**src/rtl/mbus_pkg.sv**
```systemverilog
package mbus_pkg;
  // Phase of the current bus cycle as decided at the rising edge of the enable
  typedef enum logic [1:0] {
    CYC_IDLE  = 2'd0,
    CYC_READ  = 2'd1,
    CYC_WRITE = 2'd2
  } cyc_state_t;
endpackage

```
**src/rtl/mbus_rst_sync.sv**
```systemverilog
module mbus_rst_sync #(
  parameter int unsigned STAGES = 2
) (
  input  logic clk,
  input  logic rst_n,
  output logic rst_sync_n
);
  logic [STAGES-1:0] sh_q;

  always_ff @(posedge clk or negedge rst_n) begin
    if (!rst_n) sh_q <= '0;
    else        sh_q <= {sh_q[STAGES-2:0], 1'b1};
  end

  assign rst_sync_n = sh_q[STAGES-1];
endmodule

```
**src/rtl/mbus_addr_latch.sv**
```systemverilog
module mbus_addr_latch #(
  parameter int unsigned LO_W = 8
) (
  input  logic            clk,
  input  logic            rst_n,
  input  logic            as_i,
  input  logic            e_i,
  input  logic [LO_W-1:0] ad_i,
  output logic [LO_W-1:0] lo_addr_o
);
  logic            load_en;
  logic [LO_W-1:0] lo_addr_d, lo_addr_q;

  // Address is only valid on the shared lines during the low phase
  assign load_en = as_i & ~e_i;

  always_comb begin
    lo_addr_d = lo_addr_q;
    if (load_en) lo_addr_d = ad_i;
  end

  always_ff @(posedge clk or negedge rst_n) begin
    if (!rst_n) lo_addr_q <= '0;
    else        lo_addr_q <= lo_addr_d;
  end

  assign lo_addr_o = lo_addr_q;
endmodule

```
**src/rtl/mbus_cfg.sv**
```systemverilog
module mbus_cfg #(
  parameter int unsigned     HI_W     = 4,
  parameter int unsigned     LO_W     = 8,
  parameter logic [HI_W-1:0] BASE_RST = 4'h1,
  parameter logic [LO_W-1:0] INIT_IDX = 8'h0F
) (
  input  logic            clk,
  input  logic            rst_n,
  input  logic            mode_i,
  input  logic            wr_stb_i,
  input  logic [LO_W-1:0] wr_idx_i,
  input  logic [LO_W-1:0] wr_data_i,
  output logic [HI_W-1:0] base_o,
  output logic            mode_o
);
  logic [HI_W-1:0] base_d, base_q;
  logic            mode_d, mode_q;
  logic            armed_d, armed_q;
  logic            base_we;

  assign base_we = wr_stb_i & (wr_idx_i == INIT_IDX);

  always_comb begin
    base_d  = base_q;
    mode_d  = mode_q;
    armed_d = armed_q;
    if (base_we) base_d = wr_data_i[HI_W-1:0];
    // Capture mode once, on the first clock out of reset
    if (!armed_q) begin
      mode_d  = mode_i;
      armed_d = 1'b1;
    end
  end

  always_ff @(posedge clk or negedge rst_n) begin
    if (!rst_n) begin
      base_q  <= BASE_RST;
      mode_q  <= 1'b0;
      armed_q <= 1'b0;
    end else begin
      base_q  <= base_d;
      mode_q  <= mode_d;
      armed_q <= armed_d;
    end
  end

  assign base_o = base_q;
  assign mode_o = mode_q;
endmodule

```
**src/rtl/mbus_cycle_ctrl.sv**
```systemverilog
module mbus_cycle_ctrl
  import mbus_pkg::*;
#(
  parameter int unsigned HI_W = 4,
  parameter int unsigned LO_W = 8
) (
  input  logic            clk,
  input  logic            rst_n,
  input  logic            e_i,
  input  logic            rwn_i,
  input  logic            csn_i,
  input  logic [HI_W-1:0] a_hi_i,
  input  logic [HI_W-1:0] base_i,
  input  logic [LO_W-1:0] ad_i,
  input  logic [LO_W-1:0] lo_addr_i,
  output logic            ad_oe_o,
  output logic            wr_stb_o,
  output logic [LO_W-1:0] wr_idx_o,
  output logic [LO_W-1:0] wr_data_o
);
  cyc_state_t      st_d, st_q;
  logic            e_q;
  logic            e_rise, e_fall;
  logic            hit;
  logic            stb_d, stb_q;
  logic [LO_W-1:0] idx_d, idx_q;
  logic [LO_W-1:0] wdat_d, wdat_q;

  assign e_rise = e_i & ~e_q;
  assign e_fall = ~e_i & e_q;
  assign hit    = (a_hi_i == base_i) & ~csn_i;

  always_comb begin
    st_d = st_q;
    if (e_rise) begin
      if (hit) st_d = rwn_i ? CYC_READ : CYC_WRITE;
      else     st_d = CYC_IDLE;
    end else if (e_fall) begin
      st_d = CYC_IDLE;
    end
  end

  always_comb begin
    wdat_d = wdat_q;
    if (e_i && st_q == CYC_WRITE) wdat_d = ad_i;
    stb_d = e_fall & (st_q == CYC_WRITE);
    idx_d = idx_q;
    if (stb_d) idx_d = lo_addr_i;
  end

  always_ff @(posedge clk or negedge rst_n) begin
    if (!rst_n) begin
      st_q   <= CYC_IDLE;
      e_q    <= 1'b0;
      stb_q  <= 1'b0;
      idx_q  <= '0;
      wdat_q <= '0;
    end else begin
      st_q   <= st_d;
      e_q    <= e_i;
      stb_q  <= stb_d;
      idx_q  <= idx_d;
      wdat_q <= wdat_d;
    end
  end

  // Raw e_i gates the enable so it releases without waiting for a clock
  assign ad_oe_o   = e_i & (st_q == CYC_READ);
  assign wr_stb_o  = stb_q;
  assign wr_idx_o  = idx_q;
  assign wr_data_o = wdat_q;
endmodule

```
**src/rtl/mbus_slave_if.sv**
```systemverilog
module mbus_slave_if #(
  parameter int unsigned     HI_W       = 4,
  parameter int unsigned     LO_W       = 8,
  parameter int unsigned     RST_STAGES = 2,
  parameter logic [HI_W-1:0] BASE_RST   = 4'h1,
  parameter logic [LO_W-1:0] INIT_IDX   = 8'h0F
) (
  input  logic            clk,
  input  logic            rst_n,
  input  logic            e_i,
  input  logic            as_i,
  input  logic            rwn_i,
  input  logic            csn_i,
  input  logic [HI_W-1:0] a_hi_i,
  input  logic [LO_W-1:0] ad_i,
  output logic [LO_W-1:0] ad_o,
  output logic            ad_oe_o,
  input  logic            mode_i,
  output logic            mode_o,
  output logic [LO_W-1:0] reg_idx_o,
  input  logic [LO_W-1:0] rd_data_i,
  output logic            wr_stb_o,
  output logic [LO_W-1:0] wr_idx_o,
  output logic [LO_W-1:0] wr_data_o,
  input  logic            irq_req_i,
  output logic            irq_pull_o
);
  logic            rst_sync_n;
  logic [LO_W-1:0] lo_addr;
  logic [HI_W-1:0] base;
  logic            stb;
  logic [LO_W-1:0] stb_idx, stb_data;
  logic            irq_q;

  mbus_rst_sync #(.STAGES(RST_STAGES)) u_rst (
    .clk(clk), .rst_n(rst_n), .rst_sync_n(rst_sync_n)
  );

  mbus_addr_latch #(.LO_W(LO_W)) u_lat (
    .clk(clk), .rst_n(rst_sync_n), .as_i(as_i), .e_i(e_i),
    .ad_i(ad_i), .lo_addr_o(lo_addr)
  );

  mbus_cfg #(.HI_W(HI_W), .LO_W(LO_W), .BASE_RST(BASE_RST), .INIT_IDX(INIT_IDX)) u_cfg (
    .clk(clk), .rst_n(rst_sync_n), .mode_i(mode_i),
    .wr_stb_i(stb), .wr_idx_i(stb_idx), .wr_data_i(stb_data),
    .base_o(base), .mode_o(mode_o)
  );

  mbus_cycle_ctrl #(.HI_W(HI_W), .LO_W(LO_W)) u_cyc (
    .clk(clk), .rst_n(rst_sync_n), .e_i(e_i), .rwn_i(rwn_i), .csn_i(csn_i),
    .a_hi_i(a_hi_i), .base_i(base), .ad_i(ad_i), .lo_addr_i(lo_addr),
    .ad_oe_o(ad_oe_o), .wr_stb_o(stb), .wr_idx_o(stb_idx), .wr_data_o(stb_data)
  );

  always_ff @(posedge clk or negedge rst_sync_n) begin
    if (!rst_sync_n) irq_q <= 1'b0;
    else             irq_q <= irq_req_i;
  end

  assign ad_o       = rd_data_i;
  assign reg_idx_o  = lo_addr;
  assign wr_stb_o   = stb;
  assign wr_idx_o   = stb_idx;
  assign wr_data_o  = stb_data;
  assign irq_pull_o = irq_q;
endmodule

```
**config.mk**
```make
export PLATFORM = sky130hd
export DESIGN_NAME = mbus_slave_if
export DESIGN_NICKNAME = d
export VERILOG_FILES = /design/src/rtl/mbus_pkg.sv /design/src/rtl/mbus_rst_sync.sv /design/src/rtl/mbus_addr_latch.sv /design/src/rtl/mbus_cfg.sv /design/src/rtl/mbus_cycle_ctrl.sv /design/src/rtl/mbus_slave_if.sv
export SDC_FILE = /design/constraint.sdc
export NUM_CORES = 1
export LEC_CHECK = 0
export ABC_AREA = 1
export BUFFER_PORTS_ARGS = -buffer_cell sky130_fd_sc_hd__buf_4
export CORE_ASPECT_RATIO = 0.6
export CORE_UTILIZATION = 48
export CTS_CLUSTER_SIZE = 40
export DETAILED_ROUTE_END_ITERATION = 12
export GPL_ROUTABILITY_DRIVEN = 0
export PLACE_DENSITY = 0.78
export SLEW_MARGIN = 0
export SYNTH_ARGS = -nofsm -noshare
export SYNTH_HDL_FRONTEND = slang
export SYNTH_HIERARCHICAL = 1
export SYNTH_SLANG_ARGS = --single-unit
```
**constraint.sdc**
```tcl
create_clock -name clk -period 1.4 [get_ports clk]
set_input_delay 0.21 -clock clk [delete_from_list [all_inputs] [get_ports clk]]
set_output_delay 0.21 -clock clk [all_outputs]
set_load 0.005 [all_outputs]
```
Yosys cells after proc, flatten, opt, wreduce, memory -nomap -nowiden --
Cells that the tools add are included.
Operators by class: shifts and indexed selects 0, $mul 0, bitwise operators 10, order comparisons 0, add/subtract/negate cells 0, equality and inequality tests 4, div/mod/pow operators 0, reductions and logical operators 2, mux-type cells 4
Operators with widths (number):
- 8-bit by 4-bit equality test with 1-bit output, second input constant | 1
- 2-bit 2-to-1 mux | 4
- 1-bit AND | 7
- 4-bit equality test | 1
- 1-bit inverter | 3
- 2-bit by 1-bit equality test with 1-bit output, second input constant | 1
- 2-bit equality test, second input constant | 1
- 2-bit nonzero test | 1
- 1-bit logical AND | 1
Storage, ports and cells: bits in writable memories 0, bits in latches 0, memories 0, input port bits 28, word-level logic and storage cells 31, register bits 37, memory bits (read-only) 0

Longest topological paths before layout --
Gate-level depths: netlist of run 1.
depth in word-level cells 4, mapped depth 6, depth with buffers taken out 6

By module --
Netlist of run 1, hierarchy kept.
Modules (own cells, without submodules):
- mbus_cycle_ctrl | cells each 92, times used 1, sequential area each 500.5 um^2, area each 878.3 um^2
- mbus_addr_latch | cells each 35, times used 1, sequential area each 200.2 um^2, area each 326.6 um^2
- mbus_cfg | cells each 33, times used 1, sequential area each 151.4 um^2, area each 292.8 um^2
- mbus_slave_if | cells each 9, times used 1, sequential area each 25.0 um^2, area each 85.1 um^2
- mbus_rst_sync | cells each 3, times used 1, sequential area each 50.0 um^2, area each 53.8 um^2

Worst setup path after synthesis of run 1 --
OpenSTA, ideal clock, no wires.
path type register to register, from register u_cyc.e_q, to register u_cyc.st_q[1], setup time 65 ps, stages on the path, launching flop included 5, data arrival time 993 ps, path slack 342 ps, period minus slack after synthesis 1058 ps, cells stage by stage dfrtp_1 -> ha_1 -> nor3b_1 -> nand4_1 -> nand2_1
Between the ends: cells in the longest elaborated chain, start to end 3
RTL lines:
- start: declaration | RTL line mbus_cycle_ctrl.sv:22 | logic e_q;
- start signal: assignment | RTL line mbus_cycle_ctrl.sv:60 | e_q <= e_i;
- 1-bit inverter | RTL line mbus_cycle_ctrl.sv:29 | assign e_rise = e_i & ~e_q;
- 1-bit AND | RTL line mbus_cycle_ctrl.sv:29
- 2-bit 2-to-1 mux or 2-bit nonzero test (tied branches)
- end signal: assignment | RTL line mbus_cycle_ctrl.sv:59 | st_q <= st_d;
- end: declaration | RTL line mbus_cycle_ctrl.sv:21 | cyc_state_t st_d, st_q;
Several ways; a longest one is shown, not always the timed one. A chain may end at the register's enable or synchronous reset.

Worst setup path in the final report of run 1 --
from register u_cyc.st_q[1], to output port ad_oe_o
Between the ends: cells in the longest elaborated chain, start to end 2
RTL lines:
- 2-bit by 1-bit equality test with 1-bit output | RTL line mbus_cycle_ctrl.sv:68 | assign ad_oe_o = e_i & (st_q == CYC_READ);
- 1-bit AND | RTL line mbus_cycle_ctrl.sv:68
- end: declaration | RTL line mbus_slave_if.sv:17 | output logic ad_oe_o,
Every way passes these cells.

==> results of run 1 <==
## final cells by class
type | instances | area, sq um | share of cell area, %
flip-flops and latches | 37 | 927 | 44.5
multi-input cells | 107 | 567 | 27.2
well taps | 42 | 52.6 | 2.52
clock inverters | 2 | 10.0 | 0.480
clock buffers | 6 | 72.6 | 3.48
repair buffers | 51 | 385 | 18.5
inverters | 19 | 71.3 | 3.42
## worst max-delay path, cell delays in order (launching register included)
cell     delay, ns
dfrtp_1       0.45
nor3_1        0.21
buf_4         0.14
## state kept, by name, indices dropped and copies added (netlist names)
name and count:
u_cyc/st_q 2, u_lat/lo_addr_o 8, irq_pull_o 1, u_cfg/armed_q 1, u_rst/sh_q 2, u_cfg/mode_o 1
u_cyc/wr_stb_o 1, u_cyc/wr_idx_o 8, u_cfg/base_o 4, u_cyc/wr_data_o 8, u_cyc/e_q 1
## logic make-up after synthesis
| logic type | after synthesis | synth area share [%] |
|---|---|---|
| buffers and inverters | 28 | 8.72 |
| adders and majority gates | 2 | 1.53 |
| other | 2 | 0.459 |
| and+or+nand+nor | 90 | 24.6 |
| DFF | 37 | 56.7 |
| AOI/OAI and AO/OA | 4 | 1.83 |
| muxes | 9 | 6.19 |
## worst paths after layout
kind                          startpoint                  to  slack, ns  cells past startpoint
max                        u_cyc/st_q[1]             ad_oe_o       0.12                      2
min                            irq_req_i          irq_pull_o       0.03                      1
max reg2reg                    u_cyc/e_q       u_cyc/st_q[1]       0.17                      4
min reg2reg                u_rst/sh_q[1]  u_cyc/wr_data_o[1]       0.17                      0
max in group asynchronous  u_rst/sh_q[1]     u_cfg/base_o[0]       0.68                      1
min in group asynchronous  u_rst/sh_q[1]  u_cyc/wr_data_o[1]       0.17                      0
## power by group through the flow
stage	logic [W]	clock network [W]	registers [W]
after floorplan	0.000104	0	0.00121
after global placement	0.000250	0	0.00121
after detailed placement	0.000261	0	0.00121
after CTS	0.000263	0.000727	0.00119
after global routing	0.000286	0.000789	0.00120
final	0.000261	0.000711	0.00119
## layer usage
metal  vias up  GRT usage (%)
li1        626              -
met1       627           30.5
met2        73           35.4
met3         8           7.57
met4         0           10.9
met5         -              0
## stage by stage
| step | total power (W) | hold WS, ns | util, % | setup WS (ns) |
|---|---|---|---|---|
| floorplan | 0.00131 | -0.0856 | - | 0.296 |
| global placement | 0.00146 | -0.00764 | 65.2 | 0.243 |
| detailed placement | 0.00147 | -0.00499 | 65.2 | 0.180 |
| CTS | 0.00218 | 0.0257 | 68.2 | 0.108 |
| global route | 0.00228 | 0.00701 | 68.2 | 0.0784 |
| finish | 0.00216 | 0.0317 | 68.2 | 0.122 |
## synthesized netlist by cell type
cell type  count
nor3_1         1
inv_1         17
o21bai_1       4
buf_4          8
nand2_4        1
nand3_2        1
conb_1         2
nor2_1         8
ha_1           2
dfstp_2        1
inv_2          2
nor2_4         1
nand2_1       59
mux2_2         9
nand3_4        1
nand2_2        1
buf_6          1
nor3b_1        1
dfrtp_1       36
nand3_1       14
nand4_1        2
==> flow_metrics.env, run 1 <==
export IMPL_crit_arrival_ns=1.07
export IMPL_max_freq_mhz=783
export IMPL_firstDrtPassIters=4
export IMPL_ys_seq_area_share_pct=56.7
export IMPL_grtUsageTotal_pct=23.0
export IMPL_hold_buffers=1
export IMPL_switching_share_pct=25.0
export IMPL_outcome="complete, no violations"
export IMPL_fin_skew_ns=0.0116
export IMPL_clockPowerShare_pct=32.9
export IMPL_wl_met2_mm=1.70
export IMPL_synth_top_cell_area_share_pct=55.0
export IMPL_p_leak_nw=1.21
export IMPL_cap_violations=0
export IMPL_grt_pass1_vias=1225
export IMPL_ys_seq_elements=37
export IMPL_postCtsSetupBuffers=0
export IMPL_numCtsBuffers=5
export IMPL_n_fill_cell=222
export IMPL_wl_met1_mm=1.77
export IMPL_num_vias=1334
export IMPL_die_h_um=47.2
export IMPL_hold_class="input pin to register"
export IMPL_pin_count=64
export IMPL_synthesis_nets=202
export IMPL_routed_wl_mm=3.84
export IMPL_setup_tns_final_ns=0
export IMPL_p_int_w=0.00162
export IMPL_core_area_sq_um=3060
export IMPL_design_area_sq_um=2090
export IMPL_dp_cells=255
export IMPL_final_cell_mix="59 x nand2_1, 50 x buf_4, 36 x dfrtp_1"
export IMPL_end_kind="output pin"
export IMPL_wl_met3_um=312
export IMPL_start_util_pct=53.5
export IMPL_netlist_area_sq_um=1640
export IMPL_setup_viol_count_final=0
export IMPL_synth_distinct_cells=21
export IMPL_drive_gt1_share_pct=33.3
export IMPL_cts_resized=0
export IMPL_finalCritPeriodShare_pct=91.3
export IMPL_vias_per_cell=5.05
export IMPL_cp_start_kind="register"
export IMPL_std_cell_rows=15
export IMPL_syn_to_final_growth_pct=27.4
export IMPL_hold_viol_final=0
export IMPL_antenna_found_initial=0
export IMPL_rsz0062_at_grt="no"
export IMPL_dieArea_sq_um=3650
export IMPL_power_frac_comb_pct=12.1
export IMPL_grt_pass1_wl_mm=5.92
export IMPL_synth_area_leader_cell="dfrtp_1"
export IMPL_die_width_um=77.4
export IMPL_netlist_instances=172
export IMPL_synth_avg_cell_area_sq_um=9.51
export IMPL_grt_max_degree=13
export IMPL_drc=0
export IMPL_p_switching_w=0.000542
export IMPL_overflow=0
export IMPL_h_tree_depth=2
export IMPL_top_layer_used="met4"
export IMPL_drv_slew=0
export IMPL_powerDensity_nw_per_um2=1040
export IMPL_synth_warnings=6
export IMPL_fin_crit_ns=1.28
export IMPL_num_antenna_cells=0
export IMPL_vdd_drop_max_mv=0.630
export IMPL_wl_per_cell_um=14.5
export IMPL_final_cells=264
export IMPL_cts_tree="done"
export IMPL_placed_cell_area_sq_um=1990
export IMPL_hpwl_mm=3.00
export IMPL_crit_type="register to output pin"
export IMPL_cp_max_fo=4
export IMPL_insertion_delay_ns=0.29
export IMPL_io_buffer_count=47
export IMPL_first_iter_violations=97
export IMPL_cts_max_path_buffers=2
export IMPL_synthTopCellsByArea="dfrtp_1 55%, nand2_1 14%, mux2_2 6.2%, nand3_1 4.3%, inv_1 3.9%"
export IMPL_path_clk_slew_ns=0.07
export IMPL_cp_required_ns=1.19
export IMPL_cts_sinks=37
export IMPL_final_common_cell="nand2_1"
export IMPL_seq_power_share_pct=55.1
export IMPL_cts_root_buf="clkbuf_8"
export IMPL_fin_nets=251
export IMPL_detail_route_antenna_nets=0
Note: power is estimated with default switching activity, not from simulation.
==> run 2, diff against run 1 <==
--- a/config.mk
+++ b/config.mk
@@ -8,11 +8,11 @@
 export ABC_AREA = 1
 export BUFFER_PORTS_ARGS = -buffer_cell sky130_fd_sc_hd__buf_4
 export CORE_ASPECT_RATIO = 0.6
-export CORE_UTILIZATION = 48
+export CORE_UTILIZATION = 45
 export CTS_CLUSTER_SIZE = 40
 export DETAILED_ROUTE_END_ITERATION = 12
 export GPL_ROUTABILITY_DRIVEN = 0
-export PLACE_DENSITY = 0.78
+export PLACE_DENSITY = 0.74
 export SLEW_MARGIN = 0
 export SYNTH_ARGS = -nofsm -noshare
 export SYNTH_HDL_FRONTEND = slang
==> constraint.sdc (replaced) <==
create_clock -name clk -period 1.3 [get_ports clk]
set_input_delay 0.195 -clock clk [delete_from_list [all_inputs] [get_ports clk]]
set_output_delay 0.195 -clock clk [all_outputs]
set_load 0.005 [all_outputs]
==> run 2 against run 1 <==
Effect of this change: core utilization is 5.6 points lower; sequential power is 8% higher; hold slack worse by 0.011 ns; setup slack worse by 0.074 ns; first-iteration DRC count is 27% lower; die area is 6.4% higher; critical path type unchanged; largest power group unchanged.
==> flow_metrics.env, run 2 (synthesized netlist as in run 1, its figures left out) <==
export IMPL_io_buffer_count=47
export IMPL_routed_wl_mm=3.55
export IMPL_hold_class="input pin to register"
export IMPL_drive_gt1_share_pct=33.8
export IMPL_hold_viol_final=0
export IMPL_end_kind="output pin"
export IMPL_hpwl_mm=2.72
export IMPL_p_int_w=0.00176
export IMPL_vdd_drop_max_mv=0.805
export IMPL_final_common_cell="nand2_1"
export IMPL_firstDrtPassIters=4
export IMPL_detail_route_antenna_nets=0
export IMPL_cp_startpoint="u_cyc/st_q[1]"
export IMPL_crit_arrival_ns=1.06
export IMPL_power_frac_comb_pct=12.3
export IMPL_pin_count=64
export IMPL_outcome="complete, no violations"
export IMPL_setup_viol_count_final=0
export IMPL_drv_slew=0
export IMPL_fin_skew_ns=0.00260
export IMPL_fin_nets=251
export IMPL_dieArea_sq_um=3890
export IMPL_std_cell_rows=16
export IMPL_wl_per_cell_um=13.3
export IMPL_start_util_pct=48.7
export IMPL_num_vias=1281
export IMPL_first_iter_violations=71
export IMPL_h_tree_depth=2
export IMPL_cp_required_ns=1.11
export IMPL_drc=0
export IMPL_rsz0062_at_grt="yes"
export IMPL_grt_pass1_vias=1220
export IMPL_cp_max_fo=4
export IMPL_finalCritPeriodShare_pct=96.3
export IMPL_vias_per_cell=4.80
export IMPL_insertion_delay_ns=0.28
export IMPL_reg2reg_depth=3
export IMPL_power_w=0.00231
export IMPL_seq_power_share_pct=55.3
export IMPL_switching_share_pct=24.0
export IMPL_antenna_found_initial=0
export IMPL_core_area_sq_um=3360
export IMPL_cp_start_kind="register"
export IMPL_p_leak_nw=1.20
export IMPL_regToRegEndpoint="u_cyc/wr_data_o[3]"
export IMPL_powerDensity_nw_per_um2=1100
export IMPL_overflow=0
export IMPL_cts_root_buf="clkbuf_8"
export IMPL_die_width_um=79.9
export IMPL_fin_util_pct=62.6
export IMPL_fin_crit_ns=1.25
export IMPL_endpoint="ad_oe_o"
export IMPL_rr_startpoint="u_cyc/st_q[1]"
export IMPL_numCtsBuffers=5
export IMPL_cap_violations=0
export IMPL_num_antenna_cells=0
export IMPL_clockPowerShare_pct=32.4
export IMPL_max_freq_mhz=799
export IMPL_cts_tree="done"
export IMPL_crit_type="register to output pin"
export IMPL_cts_max_path_buffers=2
export IMPL_final_cell_mix="59 x nand2_1, 50 x buf_4, 35 x dfrtp_1"
export IMPL_p_switching_w=0.000554
export IMPL_path_clk_slew_ns=0.07
export IMPL_cts_sinks=37
export IMPL_grt_pass1_wl_mm=6.00
export IMPL_syn_to_final_growth_pct=28.6
export IMPL_grt_max_degree=20
export IMPL_die_h_um=48.7
export IMPL_rrSetupSlack_ns=0.09
export IMPL_grtUsageTotal_pct=20.6
==> run 2: changes by cell type in the layout (fill, tap and decap cells not counted) <==
| cell | change |
|---|---|
| clkbuf_1 | +2 |
| clkinv_2 | -2 |
| dfrtp_1 | -1 |
| dfrtp_2 | +1 |
| nor3_1 | -1 |
| nor3_4 | +1 |
| nor3b_1 | -1 |
| nor3b_2 | +1 |
==> run 2: power groups by stage <==
stage / Combinational (W) / Sequential (W) / Clock, W
2_1_floorplan: 0.000111 / 0.00130 / 0
3_3_place_gp: 0.000274 / 0.00130 / 0
3_5_place_dp: 0.000283 / 0.00130 / 0
4_1_cts: 0.000286 / 0.00128 / 0.000765
5_1_grt: 0.000318 / 0.00128 / 0.000821
6_report: 0.000285 / 0.00128 / 0.000747
==> run 2: worst min-delay path by stage <==
| stage | startpoint | to | slack (ns) | depth (start not counted) |
|---|---|---|---|---|
| 2_1_floorplan | rst_n | u_rst/sh_q[0] | -0.10 | 0 |
| 4_1_cts | irq_req_i | irq_pull_o | 0.01 | 1 |
| 6_report | irq_req_i | irq_pull_o | 0.02 | 1 |
| 3_5_place_dp | rst_n | u_rst/sh_q[0] | -0.02 | 1 |
| 3_3_place_gp | rst_n | u_rst/sh_q[0] | -0.02 | 1 |
| 5_1_grt | irq_req_i | irq_pull_o | 0.008 | 1 |
==> run 2: critical path: stages, from the launching register on <==
cell and delay [ns]:
dfrtp_2 0.45, nor3_4 0.20, buf_4 0.13
==> run 2: cell type report <==
cell class                 instances  area, sq um
fill                             280         1260
sequential                        37          928
multi-input combinational        107          583
timing repair buffer              51          385
clock buffer                       8         80.1
inverter                          19         71.3
tap                               45         56.3
==> run 2: what timing repair did <==
item                                   4_1_cts  5_1_grt
setup endpoints to repair                    1        2
endpoints found under the hold margin        2        0
resized for setup                            1        3
buffers inserted                             0        1
hold buffers                                 1        0
==> run 2: metal layers <==
metal / vias to the layer above / wire, um / GRT usage (%)
li1: 622 / - / -
met1: 591 / 1750 / 31.7
met2: 52 / 1450 / 26.5
met3: 16 / 293 / 6.04
met4: 0 / 55 / 8.63
met5: - / 0 / 0
==> run 2: through the flow <==
stage / instance area, sq um / setup WS (ns) / hold slack, ns / instances / TNS [ns]
after floorplan: 1640 / 0.196 / -0.101 / 172 / 0
after global placement: 1990 / 0.144 / -0.0212 / 257 / 0
after detailed placement: 1990 / 0.105 / -0.0209 / 257 / 0
after CTS: 2080 / 0.00167 / 0.0131 / 266 / 0
after global routing: 2100 / -0.00141 / 0.00755 / 267 / -0.00141
final: 2100 / 0.0482 / 0.0207 / 267 / 0
